## src/rtl/scl_timing_pkg.sv

```systemverilog
package scl_timing_pkg;

  typedef enum logic [1:0] {
    PH_IDLE = 2'd0,
    PH_LOW  = 2'd1,
    PH_HIGH = 2'd2
  } phase_e;

  // Control to datapath
  typedef struct packed {
    logic run;
    logic prescClr;
    logic cntClr;
    logic cntInc;
    logic loadCfg;
    logic selHigh;
  } dp_ctl_t;

  // Datapath to control
  typedef struct packed {
    logic tick;
    logic atEnd;
    logic atMid;
    logic stall;
  } dp_sts_t;

endpackage

```

## src/rtl/scl_timing_dp.sv

```systemverilog
module scl_timing_dp
  import scl_timing_pkg::*;
#(
  parameter int CFG_W       = 32,
  parameter int FIELD_W     = 4,
  parameter int BASE_W      = 4,
  parameter int SYNC_STAGES = 2
) (
  input  logic             clk,
  input  logic             rstN,
  input  logic [CFG_W-1:0] cfgWord,
  input  logic             sclIn,
  input  logic             sclDrive,
  input  dp_ctl_t          ctl,
  output dp_sts_t          sts
);
  localparam int HI_LSB  = 16;
  localparam int LO_LSB  = 12;
  localparam int PRESC_W = 1 << BASE_W;

  logic [BASE_W-1:0]  baseR;
  logic [FIELD_W-1:0] highR, lowR, phaseCnt;
  logic [PRESC_W-1:0] presc, prescLim;
  logic [SYNC_STAGES-1:0] lineQ, driveQ;
  logic tick;

  always_ff @(posedge clk or negedge rstN) begin
    if (!rstN) begin
      baseR <= '0;
      highR <= '0;
      lowR  <= '0;
    end else if (ctl.loadCfg) begin
      baseR <= cfgWord[BASE_W-1:0];
      highR <= cfgWord[HI_LSB +: FIELD_W];
      lowR  <= cfgWord[LO_LSB +: FIELD_W];
    end
  end

  assign prescLim = (PRESC_W'(1) << baseR) - PRESC_W'(1);
  assign tick     = ctl.run && (presc == prescLim);

  always_ff @(posedge clk or negedge rstN) begin
    if (!rstN)                   presc <= '0;
    else if (ctl.prescClr || tick) presc <= '0;
    else                         presc <= presc + PRESC_W'(1);
  end

  always_ff @(posedge clk or negedge rstN) begin
    if (!rstN)           phaseCnt <= '0;
    else if (ctl.cntClr) phaseCnt <= '0;
    else if (ctl.cntInc) phaseCnt <= phaseCnt + FIELD_W'(1);
  end

  // Line synchronizer and matching delay of what was driven
  generate
    for (genvar s = 0; s < SYNC_STAGES; s++) begin : g_sync
      always_ff @(posedge clk or negedge rstN) begin
        if (!rstN) begin
          lineQ[s]  <= 1'b1;
          driveQ[s] <= 1'b1;
        end else begin
          lineQ[s]  <= (s == 0) ? sclIn    : lineQ[(s == 0) ? 0 : s-1];
          driveQ[s] <= (s == 0) ? sclDrive : driveQ[(s == 0) ? 0 : s-1];
        end
      end
    end
  endgenerate

  assign sts.tick  = tick;
  assign sts.atEnd = phaseCnt == (ctl.selHigh ? highR : lowR);
  assign sts.atMid = phaseCnt == (lowR >> 1);
  assign sts.stall = driveQ[SYNC_STAGES-1] && !lineQ[SYNC_STAGES-1];

  p_tick_single_r4: assert property (@(posedge clk) disable iff (!rstN)
    (tick && baseR != '0 && !ctl.loadCfg) |=> !tick);

  p_stretch_hold_r7: assert property (@(posedge clk) disable iff (!rstN)
    (ctl.selHigh && sts.stall && !ctl.cntClr) |=> $stable(phaseCnt));

endmodule

```

## src/rtl/scl_timing_ctl.sv

```systemverilog
module scl_timing_ctl
  import scl_timing_pkg::*;
(
  input  logic    clk,
  input  logic    rstN,
  input  logic    enable,
  input  dp_sts_t sts,
  output dp_ctl_t ctl,
  output logic    sclDrive,
  output logic    riseStrobe,
  output logic    fallStrobe,
  output logic    midLowStrobe
);
  phase_e ph, phNext;
  logic advHigh;

  assign advHigh = (ph == PH_HIGH) && sts.tick && !sts.stall;

  always_comb begin
    ctl          = '0;
    phNext       = ph;
    ctl.run      = (ph != PH_IDLE);
    ctl.selHigh  = (ph == PH_HIGH);
    case (ph)
      PH_IDLE: begin
        ctl.prescClr = 1'b1;
        ctl.cntClr   = 1'b1;
        phNext       = PH_LOW;
        ctl.loadCfg  = 1'b1;
      end
      PH_LOW: begin
        if (sts.tick) begin
          if (sts.atEnd) begin
            phNext     = PH_HIGH;
            ctl.cntClr = 1'b1;
          end else begin
            ctl.cntInc = 1'b1;
          end
        end
      end
      PH_HIGH: begin
        if (advHigh) begin
          if (sts.atEnd) begin
            phNext      = PH_LOW;
            ctl.cntClr  = 1'b1;
            ctl.loadCfg = 1'b1;
          end else begin
            ctl.cntInc = 1'b1;
          end
        end
      end
      default: phNext = PH_IDLE;
    endcase
    if (!enable) begin
      phNext       = PH_IDLE;
      ctl.prescClr = 1'b1;
      ctl.cntClr   = 1'b1;
      ctl.cntInc   = 1'b0;
      ctl.loadCfg  = 1'b0;
    end
  end

  always_ff @(posedge clk or negedge rstN) begin
    if (!rstN) ph <= PH_IDLE;
    else       ph <= phNext;
  end

  assign sclDrive     = (ph != PH_LOW);
  assign riseStrobe   = (ph == PH_LOW) && sts.tick && sts.atEnd;
  assign midLowStrobe = (ph == PH_LOW) && sts.tick && sts.atMid;
  assign fallStrobe   = advHigh && sts.atEnd;

  p_rise_release_r5: assert property (@(posedge clk) disable iff (!rstN)
    (riseStrobe && enable) |=> sclDrive);

  p_fall_pull_r5: assert property (@(posedge clk) disable iff (!rstN)
    (fallStrobe && enable) |=> !sclDrive);

  p_mid_in_low_r6: assert property (@(posedge clk) disable iff (!rstN)
    midLowStrobe |-> !sclDrive);

  p_idle_quiet_r9: assert property (@(posedge clk) disable iff (!rstN)
    !$past(enable) |-> (sclDrive && !riseStrobe && !fallStrobe && !midLowStrobe));

endmodule

```

## src/rtl/scl_timing_gen.sv

```systemverilog
module scl_timing_gen
  import scl_timing_pkg::*;
#(
  parameter int CFG_W       = 32,
  parameter int FIELD_W     = 4,
  parameter int BASE_W      = 4,
  parameter int SYNC_STAGES = 2
) (
  input  logic             clk,
  input  logic             rstN,
  input  logic             enable,
  input  logic [CFG_W-1:0] cfgWord,
  input  logic             sclIn,
  output logic             sclDrive,
  output logic             baseTick,
  output logic             riseStrobe,
  output logic             fallStrobe,
  output logic             midLowStrobe
);
  dp_ctl_t ctl;
  dp_sts_t sts;

  scl_timing_dp #(
    .CFG_W(CFG_W), .FIELD_W(FIELD_W), .BASE_W(BASE_W), .SYNC_STAGES(SYNC_STAGES)
  ) i_dp (
    .clk(clk), .rstN(rstN), .cfgWord(cfgWord), .sclIn(sclIn),
    .sclDrive(sclDrive), .ctl(ctl), .sts(sts)
  );

  scl_timing_ctl i_ctl (
    .clk(clk), .rstN(rstN), .enable(enable), .sts(sts), .ctl(ctl),
    .sclDrive(sclDrive), .riseStrobe(riseStrobe), .fallStrobe(fallStrobe),
    .midLowStrobe(midLowStrobe)
  );

  assign baseTick = sts.tick;

endmodule

```

## config.mk

```make
export PLATFORM = sky130hd
export DESIGN_NAME = scl_timing_gen
export DESIGN_NICKNAME = d
export VERILOG_FILES = /design/src/rtl/scl_timing_pkg.sv /design/src/rtl/scl_timing_dp.sv /design/src/rtl/scl_timing_ctl.sv /design/src/rtl/scl_timing_gen.sv
export SDC_FILE = /design/constraint.sdc
export NUM_CORES = 1
export LEC_CHECK = 0
export BUFFER_PORTS_ARGS = -buffer_cell sky130_fd_sc_hd__clkbuf_2
export CAP_MARGIN = 20
export CORE_UTILIZATION = 30
export DETAILED_ROUTE_END_ITERATION = 12
export SKIP_LAST_GASP = 1
export SYNTH_ARGS = -nofsm -noshare
export SYNTH_HDL_FRONTEND = slang
export SYNTH_HIERARCHICAL = 1
export SYNTH_SLANG_ARGS = --single-unit
```

## constraint.sdc

```tcl
create_clock -name clk -period 11 [get_ports clk]
set_clock_uncertainty 0.1 [all_clocks]
set_input_delay 1.65 -clock clk [delete_from_list [all_inputs] [get_ports clk]]
set_output_delay 1.65 -clock clk [all_outputs]
set_load 0.05 [all_outputs]
```

Word level (Yosys, flattened, before mapping) --
Cells that the tools add are included.
Word-level totals: register bits after elaboration 38, input port bits 36, logic and storage cells 58
Cells by class: $add $sub $neg 3, equality and inequality tests 10, shift-type cells 1, muxes and demuxes 19, reductions and logical operators 15
Operators with widths (number):
- $add 16x1->16 const B | 1
- $eq 16x16->1 | 1
- $mux 16 | 1
- $mux 4 | 4
- $shl 1x4->16 const A | 1
- $sub 16x2->16 const B | 1
- $mux 2 | 6
- $ne 3x2->1 const B | 3
- $logic_and 1x1->1 | 8
- $pmux 2 s3 | 1
- $add 4x1->4 const B | 1
- $eq 4x3->1 | 1
- $eq 4x4->1 | 1
- $pmux 1 s2 | 2
- $reduce_and 4->1 | 1
- $reduce_bool 2->1 | 2
- $mux 1 | 3
- $mux 3 | 1
- $ne 3x3->1 const B | 1
- $pmux 1 s3 | 1
- $eq 2x1->1 const B | 1
- $eq 2x2->1 const B | 1
- $logic_not 1->1 | 2
- $logic_not 2->1 | 1
- 2 further kinds | 2

Logic depth before layout (Yosys ltp) --
depth in word-level cells 11, gate-level depth with buffers 18, mapped depth without buffers 13

Hierarchy --
The synthesis kept the hierarchy.
By module, submodules not included:
- scl_timing_dp | instances 1, cells each 254, area each 2478.6 um^2, seq. area each 905.9 um^2
- scl_timing_ctl | instances 1, cells each 30, area each 245.2 um^2, seq. area each 50.0 um^2

Worst setup path before layout --
OpenSTA, ideal clock, no wires.
kind reg-to-output, start point register i_dp.baseR[2], end point output fallStrobe, arrival 3.107 ns, data required time 9.250 ns, setup slack 6.143 ns, stages on the path, launching flop included 14, path buffers 3, cells stage by stage dfrtp_1 buf_4 nor3_1 nand2b_1 ha_1 buf_2 nor2_1 nor4b_1 a211oi_1 nor2_1 and4_1 buf_4 nand2_2 nor3b_2
Between the ends: cells in the longest elaborated chain, start to end 7
RTL lines:
- start, declared | RTL line scl_timing_dp.sv:21 | logic [BASE_W-1:0] baseR;
- start signal, assigned | RTL line scl_timing_dp.sv:33 | baseR <= cfgWord[BASE_W-1:0];
- $shl 1x4->16 | RTL line scl_timing_dp.sv:39 | assign prescLim = (PRESC_W'(1) << baseR) - PRESC_W'(1);
- $sub 16x2->16 | RTL line scl_timing_dp.sv:39
- $eq 16x16->1 | RTL line scl_timing_dp.sv:40 | assign tick = ctl.run && (presc == prescLim);
- $logic_and 1x1->1 | RTL line scl_timing_dp.sv:40
- net i_dp.tick | RTL line scl_timing_dp.sv:25 | logic tick;
- $logic_and 1x1->1 (2 in series) | RTL line scl_timing_ctl.sv:17 | assign advHigh = (ph == PH_HIGH) && sts.tick && !sts.stall;
- $logic_and 1x1->1 | RTL line scl_timing_ctl.sv:71 | assign fallStrobe = advHigh && sts.atEnd;
- end, declared | RTL line scl_timing_gen.sv:17 | output logic fallStrobe,
The timed path passes the listed nets, and every way through them passes these cells.

Final worst setup path --
start point register i_dp.baseR[2], end point output fallStrobe
Between the ends: cells in the longest elaborated chain, start to end 7
RTL lines (RTL line):
- $shl 1x4->16 | scl_timing_dp.sv:39
- $sub 16x2->16 | scl_timing_dp.sv:39
- $eq 16x16->1 | scl_timing_dp.sv:40
- $logic_and 1x1->1 | scl_timing_dp.sv:40
- $logic_and 1x1->1 (2 in series) | scl_timing_ctl.sv:17
- $logic_and 1x1->1 | scl_timing_ctl.sv:71
No other way between the ends.

==> impl_metrics.env <==
export IMPL_status="complete, no violations"
export IMPL_drt_pass1_iter_count=4
export IMPL_min_period_ps=5490
export IMPL_synth_largest_area_cell="dfrtp_1"
export IMPL_path_cells="nor3_1 -> nand2b_1 -> ha_1 -> and4b_1 -> a211oi_2 -> o32ai_1 -> nor2_1 -> and4_1 -> nand2_2 -> nor3b_2 -> clkbuf_2"
export IMPL_syn_nets=327
export IMPL_final_cell_count_no_fill=404
export IMPL_syn_to_final_growth_pct=10.1
export IMPL_ys_seq_area_share_pct=35.1
export IMPL_p_leak_nw=1.18
export IMPL_vdd_drop_max_v=0.0000775
export IMPL_grt_pass1_vias=2095
export IMPL_arrival_ps=3740
export IMPL_cp_end_kind="primary output"
export IMPL_antenna_found_initial=0
export IMPL_max_stage_delay_ps=640
export IMPL_setup_viol_count_final=0
export IMPL_cts_tree="built"
export IMPL_yosysUniqueCellTypes=63
export IMPL_ys_ff_latch=38
export IMPL_cp_top_family="simple AND/OR/NAND/NOR gates"
export IMPL_startpoint_type="flip-flop"
export IMPL_worstPathMaxFanout=23
export IMPL_final_hold_viol_count=0
export IMPL_crit_path_end="fallStrobe"
export IMPL_grt_overflow_total=0
export IMPL_ant_nets=0
export IMPL_yosysWarningCount=6
export IMPL_root_buffer="clkbuf_8"
export IMPL_fin_setup_tns_ps=0
export IMPL_vias=2147
export IMPL_remaining_drc_errors=0
export IMPL_cp_depth=11
export IMPL_cts_buffers=5
export IMPL_timing_final_crit_share_pct=50.0
export IMPL_crit_path_top_delay_cell="dfrtp_1"
export IMPL_synth_area_per_cell_um2=9.59
export IMPL_grt_first_pass_wirelength_mm=10.2
export IMPL_regToRegStartpoint="i_dp/baseR[2]$_DFFE_PN0P_"
export IMPL_cap_violations=0
export IMPL_reg2reg_slack_ps=6730
export IMPL_chipWidth_um=97.3
export IMPL_core_um2=8760
export IMPL_power_density_nw_per_um2=153
export IMPL_hp_class="reg -> reg"
export IMPL_synth_cells=284
export IMPL_drt_initial_drc_count=122
export IMPL_place_ws_ps=5840
export IMPL_slew_viol_final=0
export IMPL_ff2ff_path_depth=12
export IMPL_reg2reg_to="i_dp/baseR[0]$_DFFE_PN0P_"
export IMPL_worstSkewPairLatency_ps=290
export IMPL_path_clk_slew_ps=70
export IMPL_cts_sinks=38
export IMPL_routed_via_density=5.31
export IMPL_die_area_um2=9460
export IMPL_place_inst=396
export IMPL_crit_path_start="i_dp/baseR[2]$_DFFE_PN0P_"
export IMPL_final_nets=338
export IMPL_postCtsHoldBufs=0
export IMPL_worst_slack_ps=5510
export IMPL_post_cts_buffers=0
export IMPL_n_antenna_cell=0
export IMPL_required_ps=9250
export IMPL_portBuffers=20
export IMPL_start_util_pct=31.1
export IMPL_cts_resized=0
export IMPL_die_h_um=97.3
export IMPL_grt_max_degree=39
export IMPL_yosys_area_top_type_share_pct=31.2
export IMPL_path_class="reg -> out"
export IMPL_io_pins=41
export IMPL_gp_congestion=0.783
export IMPL_grt_use_total_pct=13.1
export IMPL_drt_wl_total_mm=5.82
export IMPL_max_freq_mhz=182
export IMPL_rows=34
export IMPL_dp_hpwl_mm=4.04
export IMPL_synth_area_top_cells="dfrtp_1, xnor2_1, dfstp_2"
export IMPL_drive_above_1_share_pct=21.3
export IMPL_synth_flop_cell="dfrtp_1"
export IMPL_clockBufferDepth=2
export IMPL_netlist_area_um2=2720
export IMPL_async_reset_ff_share_pct=100
export IMPL_crit_buf_inv=1
export IMPL_synth_edf_count=0
export IMPL_worst_pin_slew_ps=956
export IMPL_relSlewSlack_pct=36.3
export IMPL_ctsHtreeMaxLevel=2
export IMPL_rsz0062_at_grt="false"
export IMPL_wl_per_cell_um=14.4
==> registers in the layout, indices dropped and copies added (netlist names) <==
register and count:
i_dp/presc 16, i_dp/baseR 4, i_dp/highR 4, i_dp/lowR 4
i_dp/phaseCnt 4, i_ctl/ph 2, i_dp/driveQ 2, i_dp/lineQ 2
==> area by class of cell <==
cell class | instances | area (um^2)
clock buffer | 6 | 82.6
clock inverter | 2 | 60.1
fill | 886 | 5770
inverter | 10 | 37.5
multi-input combinational | 218 | 1610
sequential | 38 | 956
tap | 108 | 135
timing repair buffer | 22 | 119
==> cell families after synthesis <==
logic type / Yosys count / synth area share, %
buffers and inverters: 28 / 5.88
multiplexers: 16 / 6.29
adder cells (fa/ha/maj): 7 / 3.22
flip-flops: 38 / 35.1
AND/OR/NAND/NOR: 101 / 22.1
XOR/XNOR: 22 / 7.07
AO/OA/AOI/OAI: 72 / 20.3
==> cells in the final DEF (no fill, tap or decap), types with 7 or more instances in the layout <==
master / count
nor2_1: 14
xnor2_1: 16
a21oi_1: 12
mux2_2: 9
o21ai_0: 11
a21oi_2: 10
clkbuf_2: 20
inv_1: 9
nand3_1: 7
nand2b_1: 16
dfrtp_1: 34
mux2i_1: 7
nand2_1: 17
ha_1: 7
==> stage by stage <==
stage / area (um^2) / utilization (%) / total power, mW / hold slack [ps]
after detailed placement: 2860 / 32.6 / 0.318 / 247
after floorplan: 2720 / - / 0.292 / 245
final: 3000 / 34.2 / 0.459 / 257
after global routing: 3000 / 34.2 / 0.489 / 262
after global placement: 2840 / 32.5 / 0.315 / 246
after CTS: 3000 / 34.2 / 0.466 / 258
==> Yosys cell counts, types with 3 or more instances <==
cell	count
and3_1	3
xnor2_1	16
a21boi_0	3
nand2_1	17
buf_4	5
nor3_1	3
ha_1	7
nand2b_1	16
nor2b_1	5
nor4_1	3
nor2_1	14
nand3_1	7
buf_2	5
xor2_1	6
a21oi_2	10
a21o_1	3
mux2_2	9
o21ai_0	11
inv_1	9
clkbuf_1	4
nor4b_1	3
buf_6	4
mux2i_1	7
a211oi_1	6
and4_1	4
dfrtp_1	34
nand4_1	6
a21oi_1	12
dfstp_2	4
==> power by group <==
part | internal, mW | switching [mW]
registers | 0.157 | 0.0302
clock network | 0.0967 | 0.0480
logic | 0.0552 | 0.0723
==> worst min path at each step <==
stage	from	endpoint	slack [ps]	cells past startpoint
after detailed placement	i_dp/lineQ[0]$_DFF_PN1_	i_dp/lineQ[1]$_DFF_PN1_	250	0
after CTS	i_dp/lineQ[0]$_DFF_PN1_	i_dp/lineQ[1]$_DFF_PN1_	260	0
after floorplan	i_dp/driveQ[0]$_DFF_PN1_	i_dp/driveQ[1]$_DFF_PN1_	250	0
after global placement	i_dp/lineQ[0]$_DFF_PN1_	i_dp/lineQ[1]$_DFF_PN1_	250	0
final	i_dp/lineQ[0]$_DFF_PN1_	i_dp/lineQ[1]$_DFF_PN1_	260	0
after global routing	i_dp/lineQ[0]$_DFF_PN1_	i_dp/lineQ[1]$_DFF_PN1_	260	0
==> layer usage <==
layer	up-vias	track usage (%)	share of wire, %
met1	1041	18.0	48
li1	1052	-	-
met2	43	20.4	46
met5	-	0	0
met3	11	2.16	3.7
met4	0	5.77	1.9
Note: power is estimated with default switching activity, not from simulation.
